[src/rtl/pll_calc_pkg.sv]
package pll_calc_pkg;

    // current encoding field layout
    localparam int NEW_N_LSB   = 0;
    localparam int NEW_N_W     = 5;
    localparam int NEW_M_LSB   = 5;
    localparam int NEW_M_W     = 8;
    localparam int NEW_P_LSB   = 13;
    localparam int NEW_P_W     = 6;
    localparam int NEW_OFF_BIT = 19;
    localparam int NEW_BYP_BIT = 20;

    // legacy encoding field layout
    localparam int OLD_D_LSB    = 0;
    localparam int OLD_D_W      = 4;
    localparam int OLD_OD_BIT   = 4;
    localparam int OLD_N_LSB    = 5;
    localparam int OLD_N_W      = 6;
    localparam int OLD_PROG_BIT = 11;
    localparam int OLD_BYP_BIT  = 12;
    localparam int OLD_OFF_BIT  = 13;

    // APB post-divider expressed as a right shift
    localparam int APB_SHIFT_OLD = 1;
    localparam int APB_SHIFT_NEW = 2;

    typedef enum logic [1:0] {
        ST_IDLE,
        ST_RATIO,
        ST_POST,
        ST_APB
    } calc_st_e;

endpackage

[src/rtl/pll_ref_clock.sv]
module pll_ref_clock #(
    parameter int W = 32
) (
    input  logic         strap_25m,
    input  logic         strap_48m,
    input  logic [1:0]   strap_sel,
    output logic [W-1:0] ref_hz,
    output logic [W-1:0] table_hz
);
    localparam int HZ_PER_MHZ = 1_000_000;

    logic [9:0] mhz;

    always_comb begin
        if (strap_25m) begin
            ref_hz = W'(25 * HZ_PER_MHZ);
        end else if (strap_48m) begin
            ref_hz = W'(48 * HZ_PER_MHZ);
        end else begin
            ref_hz = W'(24 * HZ_PER_MHZ);
        end
    end

    always_comb begin
        unique case ({strap_25m, strap_sel})
            3'b0_00: mhz = 10'd384;
            3'b0_01: mhz = 10'd360;
            3'b0_10: mhz = 10'd336;
            3'b0_11: mhz = 10'd408;
            3'b1_00: mhz = 10'd400;
            3'b1_01: mhz = 10'd375;
            3'b1_10: mhz = 10'd350;
            default: mhz = 10'd425;
        endcase
        table_hz = W'(mhz) * W'(HZ_PER_MHZ);
    end

endmodule

[src/rtl/pll_param_decode.sv]
module pll_param_decode
    import pll_calc_pkg::*;
#(
    parameter int W = 32
) (
    input  logic         mode_new,
    input  logic [31:0]  pll_param,
    output logic         sel_off,
    output logic         sel_direct,
    output logic         sel_table,
    output logic         dbl,
    output logic [W-1:0] num_a,
    output logic [W-1:0] den_a,
    output logic [W-1:0] den_b
);
    logic [NEW_M_W-1:0] f_m;
    logic [NEW_N_W-1:0] f_n;
    logic [NEW_P_W-1:0] f_p;
    logic [OLD_N_W-1:0] f_on;
    logic [OLD_D_W-1:0] f_od;
    logic               prog;

    always_comb begin
        f_m  = pll_param[NEW_M_LSB +: NEW_M_W];
        f_n  = pll_param[NEW_N_LSB +: NEW_N_W];
        f_p  = pll_param[NEW_P_LSB +: NEW_P_W];
        f_on = pll_param[OLD_N_LSB +: OLD_N_W];
        f_od = pll_param[OLD_D_LSB +: OLD_D_W];
        prog = pll_param[OLD_PROG_BIT];

        if (mode_new) begin
            sel_off    = pll_param[NEW_OFF_BIT];
            sel_direct = pll_param[NEW_BYP_BIT];
            sel_table  = 1'b0;
            dbl        = 1'b0;
            num_a      = W'(f_m) + W'(1);
            den_a      = W'(f_n) + W'(1);
            den_b      = W'(f_p) + W'(1);
        end else begin
            sel_off    = pll_param[OLD_OFF_BIT];
            sel_direct = prog && pll_param[OLD_BYP_BIT];
            sel_table  = !prog;
            dbl        = !pll_param[OLD_OD_BIT];
            num_a      = W'(f_on) + W'(2);
            den_a      = W'(f_od) + W'(1);
            den_b      = W'(1);
        end
    end

endmodule

[src/rtl/pll_seq_div.sv]
module pll_seq_div #(
    parameter int W = 32
) (
    input  logic         clk,
    input  logic         rst_n,
    input  logic         go,
    input  logic [W-1:0] num,
    input  logic [W-1:0] den,
    output logic [W-1:0] quo,
    output logic         fin
);
    localparam int CW = $clog2(W + 1);

    typedef struct packed {
        logic          run;
        logic [CW-1:0] cnt;
        logic [W-1:0]  rem;
        logic [W-1:0]  quo;
        logic [W-1:0]  den;
        logic          fin;
    } div_st_t;

    div_st_t s_d, s_q;
    logic [W:0] shifted;
    logic [W:0] diff;

    always_comb begin
        s_d     = s_q;
        s_d.fin = 1'b0;
        shifted = {s_q.rem, s_q.quo[W-1]};
        diff    = shifted - {1'b0, s_q.den};
        if (go && !s_q.run) begin
            s_d.run = 1'b1;
            s_d.cnt = CW'(W);
            s_d.rem = '0;
            s_d.quo = num;
            s_d.den = den;
        end else if (s_q.run) begin
            if (shifted >= {1'b0, s_q.den}) begin
                s_d.rem = diff[W-1:0];
                s_d.quo = {s_q.quo[W-2:0], 1'b1};
            end else begin
                s_d.rem = shifted[W-1:0];
                s_d.quo = {s_q.quo[W-2:0], 1'b0};
            end
            s_d.cnt = s_q.cnt - CW'(1);
            if (s_q.cnt == CW'(1)) begin
                s_d.run = 1'b0;
                s_d.fin = 1'b1;
            end
        end
    end

    always_ff @(posedge clk or negedge rst_n) begin
        if (!rst_n) begin
            s_q <= '0;
        end else begin
            s_q <= s_d;
        end
    end

    assign quo = s_q.quo;
    assign fin = s_q.fin;

endmodule

[src/rtl/pll_freq_calc.sv]
module pll_freq_calc
    import pll_calc_pkg::*;
#(
    parameter int W        = 32,
    parameter int PCLK_LSB = 23,
    parameter int PCLK_W   = 3
) (
    input  logic        clk,
    input  logic        rst_n,
    input  logic        start,
    input  logic        mode_new,
    input  logic [31:0] pll_param,
    input  logic [31:0] clk_sel,
    input  logic        strap_25m,
    input  logic        strap_48m,
    input  logic [1:0]  strap_sel,
    output logic        busy,
    output logic        done,
    output logic [31:0] pll_hz,
    output logic [31:0] apb_hz
);
    typedef struct packed {
        calc_st_e     st;
        logic         mode_new;
        logic         dbl;
        logic [W-1:0] ref_hz;
        logic [W-1:0] den_b;
        logic [W-1:0] pclk_den;
        logic [W-1:0] pll_work;
        logic         div_go;
        logic [W-1:0] div_num;
        logic [W-1:0] div_den;
        logic [W-1:0] pll_out;
        logic [W-1:0] apb_out;
        logic         done;
    } calc_t;

    calc_t c_d, c_q;

    logic [W-1:0] ref_hz_w, table_hz_w;
    logic         sel_off, sel_direct, sel_table, dbl_w;
    logic [W-1:0] num_a, den_a, den_b;
    logic [W-1:0] div_quo;
    logic         div_fin;
    logic [W-1:0] ratio_mult;

    pll_ref_clock #(.W(W)) i_ref (
        .strap_25m (strap_25m),
        .strap_48m (strap_48m),
        .strap_sel (strap_sel),
        .ref_hz    (ref_hz_w),
        .table_hz  (table_hz_w)
    );

    pll_param_decode #(.W(W)) i_dec (
        .mode_new   (mode_new),
        .pll_param  (pll_param),
        .sel_off    (sel_off),
        .sel_direct (sel_direct),
        .sel_table  (sel_table),
        .dbl        (dbl_w),
        .num_a      (num_a),
        .den_a      (den_a),
        .den_b      (den_b)
    );

    pll_seq_div #(.W(W)) i_div (
        .clk   (clk),
        .rst_n (rst_n),
        .go    (c_q.div_go),
        .num   (c_q.div_num),
        .den   (c_q.div_den),
        .quo   (div_quo),
        .fin   (div_fin)
    );

    always_comb begin
        c_d        = c_q;
        c_d.div_go = 1'b0;
        c_d.done   = 1'b0;
        ratio_mult = c_q.dbl ? {div_quo[W-2:0], 1'b0} : div_quo;

        unique case (c_q.st)
            ST_IDLE: begin
                if (start) begin
                    c_d.mode_new = mode_new;
                    c_d.dbl      = dbl_w;
                    c_d.ref_hz   = ref_hz_w;
                    c_d.den_b    = den_b;
                    c_d.pclk_den = W'(clk_sel[PCLK_LSB +: PCLK_W]) + W'(1);
                    c_d.div_go   = 1'b1;
                    if (sel_off || sel_direct || sel_table) begin
                        if (sel_off) begin
                            c_d.pll_work = '0;
                        end else if (sel_direct) begin
                            c_d.pll_work = ref_hz_w;
                        end else begin
                            c_d.pll_work = table_hz_w;
                        end
                        c_d.div_num = c_d.pll_work;
                        c_d.div_den = c_d.pclk_den;
                        c_d.st      = ST_APB;
                    end else begin
                        c_d.div_num = num_a;
                        c_d.div_den = den_a;
                        c_d.st      = ST_RATIO;
                    end
                end
            end
            ST_RATIO: begin
                if (div_fin) begin
                    c_d.div_go = 1'b1;
                    if (c_q.mode_new) begin
                        c_d.div_num = div_quo;
                        c_d.div_den = c_q.den_b;
                        c_d.st      = ST_POST;
                    end else begin
                        c_d.pll_work = c_q.ref_hz * ratio_mult;
                        c_d.div_num  = c_d.pll_work;
                        c_d.div_den  = c_q.pclk_den;
                        c_d.st       = ST_APB;
                    end
                end
            end
            ST_POST: begin
                if (div_fin) begin
                    c_d.pll_work = c_q.ref_hz * div_quo;
                    c_d.div_go   = 1'b1;
                    c_d.div_num  = c_d.pll_work;
                    c_d.div_den  = c_q.pclk_den;
                    c_d.st       = ST_APB;
                end
            end
            default: begin
                if (div_fin) begin
                    c_d.pll_out = c_q.pll_work;
                    c_d.apb_out = div_quo >> (c_q.mode_new ? APB_SHIFT_NEW : APB_SHIFT_OLD);
                    c_d.done    = 1'b1;
                    c_d.st      = ST_IDLE;
                end
            end
        endcase
    end

    always_ff @(posedge clk or negedge rst_n) begin
        if (!rst_n) begin
            c_q <= '0;
        end else begin
            c_q <= c_d;
        end
    end

    assign busy   = (c_q.st != ST_IDLE);
    assign done   = c_q.done;
    assign pll_hz = 32'(c_q.pll_out);
    assign apb_hz = 32'(c_q.apb_out);

endmodule

[config.mk]
export PLATFORM = sky130hd
export DESIGN_NAME = pll_freq_calc
export DESIGN_NICKNAME = d
export VERILOG_FILES = /design/src/rtl/pll_calc_pkg.sv /design/src/rtl/pll_ref_clock.sv /design/src/rtl/pll_param_decode.sv /design/src/rtl/pll_seq_div.sv /design/src/rtl/pll_freq_calc.sv
export SDC_FILE = /design/constraint.sdc
export NUM_CORES = 2
export LEC_CHECK = 0
export ABC_AREA = 1
export BUFFER_PORTS_ARGS = -buffer_cell sky130_fd_sc_hd__buf_2
export CAP_MARGIN = 0
export CORE_ASPECT_RATIO = 2
export CORE_MARGIN = 2
export CORE_UTILIZATION = 49
export CTS_CLUSTER_SIZE = 12
export DETAILED_ROUTE_END_ITERATION = 10
export PLACE_DENSITY = 0.68
export SLEW_MARGIN = 20
export SYNTH_ARGS = -nofsm -noshare
export SYNTH_HDL_FRONTEND = slang
export SYNTH_SLANG_ARGS = --single-unit
[constraint.sdc]
create_clock -name clk -period 7.03 [get_ports clk]
set_input_delay 0.3515 -clock clk [delete_from_list [all_inputs] [get_ports clk]]
set_output_delay 0.3515 -clock clk [all_outputs]
set_load 0.02 [all_outputs]
==> flow_summary.yaml <==
synthesis:
  netlist_area_sq_um: 30600
  postSynthAreaPerCell_sq_um: 7.87
  synth_top_cell_area_share_pct: 23.9
  synthCells: 3886
  ys.flop_type: "dfrtp_1"
  yosys_warnings: 0
  yosysUniqueCellTypes: 62
  ys_ff_latch: 226
  async_flop_share_pct: 100
  netlist_top_cells_area: "fa_1, dfrtp_1, ha_1"
  synth_edf_count: 0
  yosys.area.top_type: "fa_1"
  synth_seq_area_share_pct: 18.5
floorplan:
  rows: 129
  core_region_area_sq_um: 61800
  die_area_sq_um: 64600
  io_pins: 138
  die_width_um: 181
  dieHeight_um: 357
  start_util_pct: 49.5
cts:
  cts_root_buf: "clkbuf_16"
  cts_tree: "built"
  htree_levels: 1
  clock-sinks: 226
  clk_pin_slew_ns: 0.06
  cts_buffer_depth: 3
  clock_latency_ns: 0.58
  numCtsBuffers: 25
setup_path:
  cp_slowest_cell: "fa_1"
  critPathKind: "flop to flop"
  cpPeakStageDelay_ns: 0.52
  cp_max_fo: 6
  reg2reg_depth: 32
  critPathArrivalTime_ns: 7.64
  critPathCaptureType: "flop"
  cpMostUsedCell: "fa_1"
  required_ns: 7.47
  crit_path_start_kind: "flop"
global_routing:
  track_usage_pct: 36.4
  grt_overflow: 0
  grt_pass1_vias: 29600
  grt_max_degree: 167
  grt_pass1_wl_um: 174000
  grt_antenna_before_repair: 4
sta:
  setup_viol: 12
  period_minus_slack_ns: 7.19
  fmax_mhz: 139
  fin_crit_sh_pct: 102
  whs_ns: 0.0506
  rsz0062_at_grt: "true"
  slew_headroom_pct: 19.0
  fin_setup_tns_ns: -0.915
  hold_viol_final: 0
  setup_ws_ns: -0.164
  tightest_slew_ns: 1.22
  finClkSkew_ns: 0.0264
  final_max_slew_viol_count: 0
route:
  routedWlPerCell_um: 23.0
  postRouteAntennaNets: 0
  first_pass_iters: 6
  totalWireLength_um: 116000
  drt_iter0_markers: 2038
  drc_errors: 0
  via_per_inst: 5.46
  vias: 27600
placed_design:
  place_hpwl_um: 96400
  pre_cts_ws_ns: -0.566
  port_buffers: 91
  place_congestion: 1.04
layout:
  drive_above_1_share_pct: 19.6
  fill_cells: 5739
  synthToLayoutAreaGrowth_pct: 18.8
  fin_nets: 5036
run_status:
  status: "finished, violations left"
  violations: "setup timing"
worst_hold_path:
  hold_depth: 2
  holdCritPathClass: "input pin to flop"
job:
  maxCapViolations: 0
[per-stage QoR]
stage / instance area, sq um / cells / utilization [%]
final: 36400 / 5062 / 58.8
after global routing: 36400 / 5061 / 58.8
after CTS: 35800 / 5045 / 57.9
after detailed placement: 34400 / 4989 / 55.6
after global placement: 34400 / 4989 / 55.6
after floorplan: 30800 / 3892 / -
[synth_stat cells (all sizes together) (7+ instances only)]
master,instances
o211ai,29
or2,20
fa,365
a22oi,8
clkinv,8
nor3,27
xor2,51
inv,962
xnor2,32
o21ai,245
o221ai,29
o21bai,7
a211oi,9
dfrtp,226
a21oi,141
nand2,667
nor2,304
o31ai,7
buf,103
a31oi,15
ha,337
clkbuf,83
o22ai,32
nand3,114
nand4,18
[registers in the layout (all words and copies together) (netlist names)]
register   cells
c_q           88
i_div.s_q     46
i_div.fin      1
i_div.quo     32
pll_hz        26
done           1
apb_hz        32
[logic make-up (layout without fill, tap and decap cells)]
logic type	Yosys count	after routing	synth area share [%]
xor+xnor	83	83	2.42
other cells	2	9	0.0245
compound gates	552	552	10.6
simple gates	1165	1165	15.6
buf+inv	1156	1539	15.2
flops	226	226	18.5
fa+ha+maj	702	702	37.7
[path summary, 6_finish.rpt]
kind,end,startpoint,slack [ns]
setup / recovery,c_q[127]$_DFFE_PN0P_,c_q[258]$_DFFE_PN0P_,-0.16
min in group asynchronous,i_div.s_q[92]$_DFFE_PN0P_,rst_n,0.29
hold reg to reg,apb_hz[4]$_DFFE_PN0P_,apb_hz[4]$_DFFE_PN0P_,0.48
setup reg to reg,c_q[127]$_DFFE_PN0P_,c_q[258]$_DFFE_PN0P_,-0.16
max in group asynchronous,c_q[258]$_DFFE_PN0P_,rst_n,5.27
hold / removal,c_q[194]$_DFFE_PN0P_,pll_param[13],0.05
[placed cells by master, fill, tap and decap left out, types with 10 or more instances in the layout]
| cell | n |
|---|---|
| inv_1 | 911 |
| nand2_1 | 630 |
| buf_4 | 411 |
| fa_1 | 338 |
| ha_1 | 310 |
| nor2_1 | 260 |
| dfrtp_1 | 222 |
| o21ai_0 | 189 |
| a21oi_1 | 124 |
| nand3_1 | 106 |
| buf_2 | 91 |
| inv_2 | 48 |
| xor2_1 | 47 |
| o21ai_1 | 36 |
| o22ai_1 | 31 |
| xnor2_1 | 30 |
| o221ai_1 | 29 |
| o211ai_1 | 28 |
| fa_2 | 27 |
| ha_4 | 27 |
| nand2_2 | 25 |
| clkbuf_16 | 25 |
| nor2_2 | 23 |
| nor3_1 | 23 |
| nor2_4 | 21 |
| nand4_1 | 18 |
| or2_2 | 17 |
| a21oi_2 | 17 |
| a31oi_1 | 14 |
| buf_6 | 13 |
| o21ai_2 | 12 |
| nand2_4 | 12 |
| buf_12 | 10 |
[area by class of cell]
class	instances	area, sq um	area share [%]
well taps	786	983	2.71
clock inverters	6	105	0.289
repair buffers	529	3940	10.8
diodes	1	2.50	0.00688
inverters	970	3650	10.0
multi-input cells	2510	21300	58.6
clock buffers	34	699	1.92
flip-flops and latches	226	5660	15.6
[critical path: cells and delay by family, from the launching register on]
family	cells	cell delay [ns]
AOI/OAI and AO/OA	3	0.50
adders and majority gates	9	4.29
xor gates and xnor gates	1	0.19
buffers and inverters	11	0.80
and+or+nand+nor	8	0.84
DFF	1	0.45
[routing by layer]
layer	wire length [um]	track usage, %	share of wire [%]	vias up
met5	37	0	0.032	-
met1	35900	34.0	31	13300
met4	14800	36.0	13	6
li1	-	-	-	12600
met2	58700	65.6	50	1090
met3	7010	6.37	6.0	582
[repair_timing]
| action | 4_1_cts | 5_1_grt |
|---|---|---|
| gates resized for setup | 138 | 131 |
| pin swaps | 85 | 51 |
| hold buffers | 1 | 0 |
| setup buffers | 16 | 13 |
| setup endpoints to repair | 25 | 31 |
| endpoints found under the hold margin | 60 | 0 |
Power is not shown: default switching activity piles up to over one toggle a cycle in this logic, so the estimate is an artifact.
